--- config.mk ---
export PLATFORM = sky130hd
export DESIGN_NAME = adc_seq_ctrl
export DESIGN_NICKNAME = d
export VERILOG_FILES = /design/src/rtl/adc_seq_pkg.sv /design/src/rtl/adc_edge_sync.sv /design/src/rtl/adc_conv_timer.sv /design/src/rtl/adc_dma_pair.sv /design/src/rtl/adc_seq_ctrl.sv
export SDC_FILE = /design/constraint.sdc
export NUM_CORES = 1
export LEC_CHECK = 0
export CORE_ASPECT_RATIO = 0.8
export CORE_MARGIN = 2
export CORE_UTILIZATION = 52
export CTS_CLUSTER_DIAMETER = 60
export DETAILED_ROUTE_END_ITERATION = 8
export PLACE_DENSITY = 0.8
export SLEW_MARGIN = 25
export SYNTH_ARGS = -nofsm -noshare
export SYNTH_HDL_FRONTEND = slang
export SYNTH_HIERARCHICAL = 1
export SYNTH_SLANG_ARGS = --single-unit
--- constraint.sdc ---
create_clock -name clk -period 4.8 [get_ports clk]
set_input_delay 0.72 -clock clk [delete_from_list [all_inputs] [get_ports clk]]
set_output_delay 0.72 -clock clk [all_outputs]
set_load 0.05 [all_outputs]
--- src/rtl/adc_seq_pkg.sv ---
package adc_seq_pkg;
    localparam int SAMPLE_W = 12;
    localparam int TAG_W    = 4;

    typedef enum logic [1:0] {
        SRC_SOFT_A = 2'b00,
        SRC_SOFT_B = 2'b01,
        SRC_EXT    = 2'b10,
        SRC_PACER  = 2'b11
    } trig_src_e;

    typedef struct packed {
        logic       pacer_gate;
        logic       irq_en;
        logic [2:0] irq_lvl;
        logic       dma_en;
        trig_src_e  src;
    } ctrl_t;

    typedef struct packed {
        ctrl_t               ctrl;
        logic                valid;
        logic                irq;
        logic [SAMPLE_W-1:0] result;
        logic [TAG_W-1:0]    tag;
        logic [TAG_W-1:0]    run_tag;
    } core_t;
endpackage

--- src/rtl/adc_edge_sync.sv ---
module adc_edge_sync #(
    parameter int STAGES = 2
) (
    input  logic clk,
    input  logic rst_n,
    input  logic pin,
    output logic level,
    output logic rise
);
    localparam int LEN = STAGES + 1;

    logic [LEN-1:0] sh_d, sh_q;

    always_comb begin
        sh_d = {sh_q[LEN-2:0], pin};
    end

    always_ff @(posedge clk or negedge rst_n) begin
        if (!rst_n) sh_q <= '0;
        else        sh_q <= sh_d;
    end

    assign level = sh_q[STAGES-1];
    assign rise  = sh_q[STAGES-1] & ~sh_q[STAGES];
endmodule

--- src/rtl/adc_conv_timer.sv ---
module adc_conv_timer #(
    parameter int CONV_CYCLES = 6
) (
    input  logic clk,
    input  logic rst_n,
    input  logic start,
    output logic busy,
    output logic done
);
    localparam int CW = (CONV_CYCLES > 1) ? $clog2(CONV_CYCLES) : 1;
    localparam logic [CW-1:0] LOAD = CW'(CONV_CYCLES - 1);

    typedef struct packed {
        logic          busy;
        logic [CW-1:0] cnt;
    } tmr_t;

    tmr_t t_d, t_q;

    always_comb begin
        t_d = t_q;
        if (t_q.busy) begin
            if (t_q.cnt == '0) t_d.busy = 1'b0;
            else               t_d.cnt  = t_q.cnt - 1'b1;
        end else if (start) begin
            t_d.busy = 1'b1;
            t_d.cnt  = LOAD;
        end
    end

    always_ff @(posedge clk or negedge rst_n) begin
        if (!rst_n) t_q <= '0;
        else        t_q <= t_d;
    end

    assign busy = t_q.busy;
    assign done = t_q.busy && (t_q.cnt == '0);
endmodule

--- src/rtl/adc_dma_pair.sv ---
module adc_dma_pair (
    input  logic clk,
    input  logic rst_n,
    input  logic start,
    output logic req
);
    logic [1:0] ph_d, ph_q;

    always_comb begin
        if (start)            ph_d = 2'd1;
        else if (ph_q != 2'd0) ph_d = ph_q + 2'd1;
        else                  ph_d = 2'd0;
    end

    always_ff @(posedge clk or negedge rst_n) begin
        if (!rst_n) ph_q <= 2'd0;
        else        ph_q <= ph_d;
    end

    assign req = ph_q[0];
endmodule

--- src/rtl/adc_seq_ctrl.sv ---
module adc_seq_ctrl
    import adc_seq_pkg::*;
#(
    parameter int CONV_CYCLES = 6,
    parameter int SYNC_STAGES = 2
) (
    input  logic                clk,
    input  logic                rst_n,
    input  logic [1:0]          bus_addr,
    input  logic                bus_wr,
    input  logic [7:0]          bus_wdata,
    output logic [7:0]          bus_rdata,
    input  logic                ext_trig,
    input  logic                pacer_pulse,
    input  logic [TAG_W-1:0]    chan_sel,
    input  logic [SAMPLE_W-1:0] adc_sample,
    output logic                irq,
    output logic [2:0]          irq_level,
    output logic                dma_req
);
    localparam logic [1:0] OFS_LO   = 2'd0;
    localparam logic [1:0] OFS_HI   = 2'd1;
    localparam logic [1:0] OFS_STAT = 2'd2;
    localparam logic [1:0] OFS_CTRL = 2'd3;

    core_t s_d, s_q;
    logic  ext_level, ext_rise;
    logic  busy, done;
    logic  trig_req, accept, dma_start;
    logic  wr_stat, wr_ctrl, wr_soft;

    adc_edge_sync #(.STAGES(SYNC_STAGES)) u_sync (
        .clk(clk), .rst_n(rst_n), .pin(ext_trig),
        .level(ext_level), .rise(ext_rise)
    );

    adc_conv_timer #(.CONV_CYCLES(CONV_CYCLES)) u_tmr (
        .clk(clk), .rst_n(rst_n), .start(accept),
        .busy(busy), .done(done)
    );

    adc_dma_pair u_dma (
        .clk(clk), .rst_n(rst_n), .start(dma_start), .req(dma_req)
    );

    assign wr_soft = bus_wr && (bus_addr == OFS_LO);
    assign wr_stat = bus_wr && (bus_addr == OFS_STAT);
    assign wr_ctrl = bus_wr && (bus_addr == OFS_CTRL);

    always_comb begin
        unique case (s_q.ctrl.src)
            SRC_SOFT_A, SRC_SOFT_B: trig_req = wr_soft;
            SRC_EXT:                trig_req = ext_rise;
            SRC_PACER:              trig_req = pacer_pulse &&
                                               (!s_q.ctrl.pacer_gate || ext_level);
            default:                trig_req = 1'b0;
        endcase
    end

    assign accept    = trig_req && !busy;
    assign dma_start = done && s_q.ctrl.dma_en;

    always_comb begin
        s_d = s_q;
        if (wr_ctrl) s_d.ctrl = ctrl_t'(bus_wdata);
        if (accept)  s_d.run_tag = chan_sel;
        if (wr_stat) begin
            s_d.valid = 1'b0;
            s_d.irq   = 1'b0;
        end
        if (done) begin
            s_d.result = adc_sample;
            s_d.tag    = s_q.run_tag;
            s_d.valid  = 1'b1;
            if (s_q.ctrl.irq_en && !s_q.ctrl.dma_en) s_d.irq = 1'b1;
        end
    end

    always_ff @(posedge clk or negedge rst_n) begin
        if (!rst_n) s_q <= '0;
        else        s_q <= s_d;
    end

    always_comb begin
        unique case (bus_addr)
            OFS_LO:   bus_rdata = {s_q.result[3:0], s_q.tag};
            OFS_HI:   bus_rdata = s_q.result[11:4];
            OFS_STAT: bus_rdata = {6'b0, s_q.valid, busy};
            OFS_CTRL: bus_rdata = s_q.ctrl;
            default:  bus_rdata = 8'h00;
        endcase
    end

    assign irq       = s_q.irq;
    assign irq_level = s_q.ctrl.irq_lvl;
endmodule

==> impl_metrics.ini, run 1 <==
[clock_network]
h-tree-depth = 2
cts_root_buf = clkbuf_8
cts.clk_slew.worst_paths_ps = 70
hold_buffers = 0
cts_setup_buffers = 0
cts.path.max_buffers = 2
cts-resized-gates = 0
clock-sinks = 39
cts_tree = yes
clk_latency_ps = 300
numCtsBuffers = 5

[power_and_ir_drop]
p_total_uw = 1340
p_leak_uw = 0.00101
p_per_area_nw_per_um2 = 579
ir_worst_vdd_mv = 0.305

[setup_path]
critPathCaptureType = output port
worst-path-max-fanout = 12
crit_type = primary input to output port
worstPathRequired_ps = 4080
critPathArrivalTime_ps = 2970
start_kind = primary input

[floorplan]
dieArea_um2 = 3910
initial_core_util_pct = 56.0
ios = 44
die_y_um = 56.3
die_w_um = 69.4
core_um2 = 3180
rows = 18

[logic_synthesis]
ys_ff_latch = 39
ys.flop_type = dfrtp_1
synth_area_leader_cell = dfrtp_1
synth_area_um2 = 1780
synth_edf_count = 0
synth_area_per_cell_um2 = 13.6
synthTopCellsByCount = 39 x dfrtp_1, 24 x mux2_2, 9 x nand2_1
ys_types = 29
synth_fp_nets = 165
async_flop_share_pct = 100
ys_seq_area_share_pct = 54.9
synth_area_leaders = dfrtp_1 55%, mux2_2 15%, mux2_4 4.2%, mux2i_1 3.4%, mux4_2 2.5%
synth_top_area_share_pct = 54.9
netlist_instances = 131
synth_warnings = 6
yosysMostFrequentCell = dfrtp_1

[detailed_routing]
detail-route-antenna-nets = 0
vias = 1160
wire_per_inst_um = 16.6
dr.first_iter.drc_count = 70
detail_route.first_pass.iterations = 4
viasPerCell = 5.40
drcViolationCount = 0
wl_mm = 3.56

[global_route]
grt_pass1_wl_mm = 5.89
grt_max_degree = 40
grt_overflow = 0
grt_pass1_vias = 1180
grt_antenna_before_repair = 0
track_usage_pct = 20.4

[place]
hpwlAfterDp_mm = 2.62
dpl_cell_area_um2 = 2220
place_congestion = 0.745
dp_slack_ps = 1120
portBuffers = 43

[sta]
min_period_ps = 3690
relSlewSlack_pct = 45.3
rsz0062_at_grt = false
tns_ps = 0
setup_ws_ps = 1110
finClkSkew_ps = 14.4
tightest_slew_ps = 821
setup_viol = 0
hold_viol_final = 0
fmaxAchievable_mhz = 271
finalMaxSlewViolations = 0
finalCritPeriodShare_pct = 77.0

[final_layout]
layout-drive-gt1-share_pct = 26.9
syn_to_final_growth_pct = 30.2
fillCellCount = 206
seq_area_um2 = 976
fin_nets = 208
multi_input_area_um2 = 739
final_cell_area_um2 = 2320
num_antenna_cells = 0

[worst_hold_path]
holdCritPathClass = flip-flop to flip-flop

[flow_run]
max-cap-violations = 0

[run_status]
outcome = finished clean
per-stage QoR:
stage | hold slack [ps] | util [%] | instances
5_1_grt | 378 | 72.9 | 215
6_report | 361 | 72.9 | 215
3_5_place_dp | 336 | 69.8 | 207
4_1_cts | 363 | 72.9 | 215
3_3_place_gp | 346 | 69.8 | 207
2_1_floorplan | 331 | - | 131
placed cells by master (no fill, tap or decap), types with 2 or more instances in the layout:
cell and count:
clkdlybuf4s50_1 42, nand2b_1 2, inv_1 5, nand3b_1 2, ha_1 3, o21ai_0 7, mux2i_1 6, mux2_2 24
mux4_2 2, dfrtp_1 39, clkbuf_8 6, nor3_1 2, nand2_1 9, nor2_1 3, mux2_4 5, and2_1 2
final timing paths:
check,slack (ps),cells after the start,startpoint,endpoint
worst min-delay path,360,0,u_sync/sh_q[0],u_sync/sh_q[1]
worst max register to register,2930,6,u_tmr/t_q[0],s_q[9]
min in group asynchronous,520,1,rst_n,s_q[22]
max in group asynchronous,3760,1,rst_n,u_dma/ph_q[0]
worst max-delay path,1110,5,bus_addr[0],bus_rdata[3]
worst min register to register,360,0,u_sync/sh_q[0],u_sync/sh_q[1]
routing by layer:
layer  track usage, %  share of wire (%)  vias up
li1                 -                  -      539
met1             25.4                 45      572
met2             31.7                 47       40
met3             6.64                5.4        9
met4             10.9                2.3        0
met5                0                  0        -
state kept, by name, summed over array words and instances, names as in the netlist:
| name | count |
|---|---|
| u_dma/ph_q | 2 |
| irq_level | 3 |
| s_q | 26 |
| u_sync/sh_q | 3 |
| u_tmr/busy | 1 |
| irq | 1 |
| u_tmr/t_q | 3 |
final cells by class:
class,count,share of cell area (%)
tap,40,2.16
clock inverter,2,0.702
inverter,5,0.810
timing repair buffer,44,18.7
clock buffer,6,3.57
sequential,39,42.1
multi-input combinational,79,31.9
power by group:
group | total [uW] | leakage, uW | internal (uW) | switching [uW]
combinational | 555 | 0.000500 | 280 | 275
sequential | 553 | 0.000465 | 462 | 90.5
clock | 233 | 0.0000474 | 117 | 116
critical path, cell delays in order:
cell	delay, ps
clkdlybuf4s50_1	910
and2_1	320
nand2_1	70
o21ai_0	90
clkdlybuf4s50_1	840
kinds of logic (layout without fill, tap and decap cells):
logic type / Yosys count / count (layout) / synth area share [%]
DFF: 39 / 39 / 54.9
muxes: 37 / 37 / 25.3
and+or+nand+nor: 26 / 26 / 8.79
buffers and inverters: 13 / 57 / 3.59
AOI/OAI and AO/OA: 12 / 12 / 4.85
adders and majority gates: 3 / 3 / 2.11
xor gates and xnor gates: 1 / 1 / 0.492
(Power assumes the default switching activity.)
==> run 2: changes to the inputs <==
CORE_UTILIZATION = 44   (was 52)
PLACE_DENSITY = 0.71   (was 0.8)
clock period = 3.1 ns   (was 4.8 ns; I/O delays follow)
==> impl_metrics.ini, run 2 (synthesis gave the netlist of run 1 again) <==
[run_status]
outcome = finished clean

[place]
portBuffers = 43
place_congestion = 0.750
dpl.cell_count = 222
hpwlAfterDp_mm = 2.69

[clock_network]
cts_tree = yes
cts_root_buf = clkbuf_8
cts_setup_buffers = 0
h-tree-depth = 2
clk_latency_ps = 290
hold_buffers = 0
cts.path.max_buffers = 2
cts-resized-gates = 0
numCtsBuffers = 5
cts.clk_slew.worst_paths_ps = 70
clock-sinks = 39

[sta]
tns_ps = 0
tightest_slew_ps = 817
relSlewSlack_pct = 45.5
hold_viol_final = 0
finClkSkew_ps = 2.36
finalMaxSlewViolations = 0
min_period_ps = 2610
setup_viol = 0
finalCritPeriodShare_pct = 84.0
rsz0062_at_grt = false
fmaxAchievable_mhz = 384

[power_and_ir_drop]
p_per_area_nw_per_um2 = 890
p_leak_uw = 0.00105
ir_worst_vdd_mv = 0.375

[final_layout]
multi_input_area_um2 = 739
fin_nets = 208
fillCellCount = 307
instances_no_fill = 229
num_antenna_cells = 0
final_util_pct = 62.1
seq_area_um2 = 976
largest_reg_flops = 26
top_register = s_q
syn_to_final_growth_pct = 33.7
final_common_cell = dfrtp_1
final_cell_mix = 39 x dfrtp_1, 34 x clkdlybuf4s50_1, 24 x mux2_2
layout-drive-gt1-share_pct = 31.0

[floorplan]
core_um2 = 3830
rows = 20
die_y_um = 60.9
ios = 44
initial_core_util_pct = 46.5
dieArea_um2 = 4570
die_w_um = 75.1

[setup_path]
worstPathRequired_ps = 2630
start_kind = primary input
worst-path-max-fanout = 12
critPathArrivalTime_ps = 2140
crit_type = primary input to output port
critPathCaptureType = output port

[global_route]
grt_max_degree = 40
grt_antenna_before_repair = 0
grt_pass1_vias = 1254
grt_pass1_wl_mm = 5.71
track_usage_pct = 17.6
grt_overflow = 0

[detailed_routing]
drcViolationCount = 0
detail-route-antenna-nets = 0
wire_per_inst_um = 15.5
viasPerCell = 5.00
detail_route.first_pass.iterations = 4
vias = 1146
dr.first_iter.drc_count = 60
wl_mm = 3.54

[flow_run]
max-cap-violations = 0

[worst_hold_path]
holdCritPathClass = primary input to asynchronous set/reset pin
==> run 2: changes by cell type in the layout (fill, tap and decap cells not counted) <==
cell / delta
clkinvlp_4: -1
buf_12: +6
clkinv_2: +1
clkinv_4: -1
clkdlybuf4s50_1: -8
buf_4: +2
==> run 2: layer usage <==
metal  global-route usage [%]  wire length, um
met1                     22.8             1570
met2                     26.7             1720
met3                     5.48              174
met4                     9.44               73
met5                        0                0
==> run 2: cell type report <==
class	instances	share of cell area (%)
Clock buffer	6	3.47
Clock inverter	1	0.210
Inverter	5	0.789
Multi-Input combinational cell	79	31.1
Sequential cell	39	41.0
Tap cell	55	2.89
Timing Repair Buffer	44	20.5
==> run 2: power by group <==
part           total (uW)  internal [uW]  switching [uW]
Clock                 340            174             166
Sequential            851            716             135
Combinational         926            481             445
==> run 2: worst max-delay path, cell delays in order <==
cell	delay, ps
clkdlybuf4s50_1	880
mux4_2	590
buf_4	200
==> run 2: final timing paths <==
| kind | cells past startpoint | start | endpoint | slack, ps |
|---|---|---|---|---|
| max | 3 | bus_addr[0] | bus_rdata[0] | 490 |
| min | 1 | rst_n | u_sync/sh_q[0] | 270 |
| max reg2reg | 6 | u_tmr/t_q[0] | s_q[17] | 980 |
| min reg2reg | 0 | u_sync/sh_q[0] | u_sync/sh_q[1] | 360 |
| max in group asynchronous | 1 | rst_n | s_q[3] | 2320 |
| min in group clk | 0 | u_sync/sh_q[0] | u_sync/sh_q[1] | 360 |
==> run 2: through the flow <==
step	power (uW)	setup slack, ps	area [um2]	hold WS, ps
floorplan	1460	763	1780	169
global placement	1740	515	2290	344
detailed placement	1790	480	2290	336
global route	2240	372	2380	345
finish	2120	495	2380	266
CTS	2140	474	2380	295
==> run 3: changes to the inputs <==
CORE_UTILIZATION = 48   (was 44)
PLACE_DENSITY = 0.74   (was 0.71)
clock period = 2.65 ns   (was 3.1 ns; I/O delays follow)
==> impl_metrics.ini, run 3 (synthesis gave the netlist of run 1 again) <==
[clock_network]
cts-resized-gates = 0
cts_setup_buffers = 0
cts.clk_slew.worst_paths_ps = 70
numCtsBuffers = 5
cts_root_buf = clkbuf_8
cts_tree = yes
h-tree-depth = 2
clk_latency_ps = 280
cts.path.max_buffers = 2
clock-sinks = 39
hold_buffers = 0

[global_route]
track_usage_pct = 18.3
grt_pass1_vias = 1202
grt_pass1_wl_mm = 5.84
grt_antenna_before_repair = 0
grt_max_degree = 40
grt_overflow = 0

[sta]
relSlewSlack_pct = 43.9
hold_viol_final = 0
tightest_slew_ps = 842
finalCritPeriodShare_pct = 92.3
min_period_ps = 2450
rsz0062_at_grt = false
setup_viol = 0
finClkSkew_ps = 2.07
holdWs_ps = 214
fmaxAchievable_mhz = 409
tns_ps = 0
finalMaxSlewViolations = 0

[final_layout]
largest_reg_flops = 26
num_antenna_cells = 0
fin_nets = 210
final_common_cell = dfrtp_1
layout-drive-gt1-share_pct = 31.6
final_cell_mix = 39 x dfrtp_1, 34 x clkdlybuf4s50_1, 24 x mux2_2
syn_to_final_growth_pct = 34.3
top_register = s_q

[floorplan]
rows = 19
core_um2 = 3490
initial_core_util_pct = 50.9
ios = 44
die_y_um = 58.5
die_w_um = 72.1
dieArea_um2 = 4210

[setup_path]
start_kind = primary input
critPathCaptureType = output port
crit_path_top_delay_cell = clkdlybuf4s50_1
crit_buf_inv = 3
crit_family = buffers and inverters
path_cells = clkdlybuf4s50_1 > buf_4 > mux2i_1 > o21ai_0 > buf_12
worst-path-max-fanout = 10
worstPathRequired_ps = 2250
critPathArrivalTime_ps = 2050
crit_type = primary input to output port
max_stage_delay_ps = 790

[flow_run]
max-cap-violations = 0

[power_and_ir_drop]
p_per_area_nw_per_um2 = 1050
p_total_uw = 2500
p_leak_uw = 0.00106
ir_worst_vdd_mv = 0.574

[detailed_routing]
wl_mm = 3.55
dr.first_iter.drc_count = 103
vias = 1155
viasPerCell = 5.27
wire_per_inst_um = 16.2
drcViolationCount = 0
detail_route.first_pass.iterations = 4
detail-route-antenna-nets = 0

[worst_hold_path]
holdCritPathClass = primary input to asynchronous set/reset pin

[place]
portBuffers = 43
place_congestion = 0.783
hpwlAfterDp_mm = 2.72

[run_status]
outcome = finished clean
==> run 3: metal layers <==
metal  wire length [um]  vias up  part of all wire (%)  GRT usage, %
li1                   -      538                     -             -
met1               1650      585                    46          25.4
met2               1710       28                    48          29.2
met3                169        4                   4.8          5.14
met4                 22        0                  0.62          4.04
met5                  0        -                     0             0
==> run 3: worst reg2reg max path, cell delays in order (launching register included) <==
cell and delay, ps:
dfrtp_1 410, inv_1 100, ha_1 230, nand2b_4 90, nor2_1 110, buf_4 280
mux2_2 380
==> run 3: final cells by class <==
class | instances | area, um2
multi-input combinational | 79 | 739
clock buffer | 8 | 100
inverter | 5 | 18.8
fill | 254 | 1100
tap | 42 | 52.6
timing repair buffer | 46 | 503
sequential | 39 | 976
==> run 3: path summary, 6_finish.rpt <==
check,slack (ps),startpoint,depth (start not counted),to
setup / recovery,200,bus_addr[0],5,bus_rdata[7]
setup reg to reg,960,u_tmr/t_q[0],6,s_q[19]
hold / removal,210,rst_n,1,u_sync/sh_q[0]
max in group asynchronous,1910,rst_n,1,s_q[19]
hold reg to reg,360,u_sync/sh_q[0],0,u_sync/sh_q[1]
min in group clk,360,u_sync/sh_q[0],0,u_sync/sh_q[1]
==> run 3: metrics by stage <==
step	setup WS, ps	instance area, um2	cells	util (%)
after detailed placement	183	2290	211	65.5
final	205	2390	219	68.4
after global routing	136	2390	219	68.4
after floorplan	448	1780	131	-
after CTS	180	2390	219	68.4
after global placement	263	2290	211	65.5
==> run 3: report_power, final <==
group | internal (uW) | leakage, uW | switching, uW
clock network | 237 | 0.0000515 | 195
registers | 838 | 0.000465 | 161
logic | 562 | 0.000543 | 509
total | 1640 | 0.00106 | 865
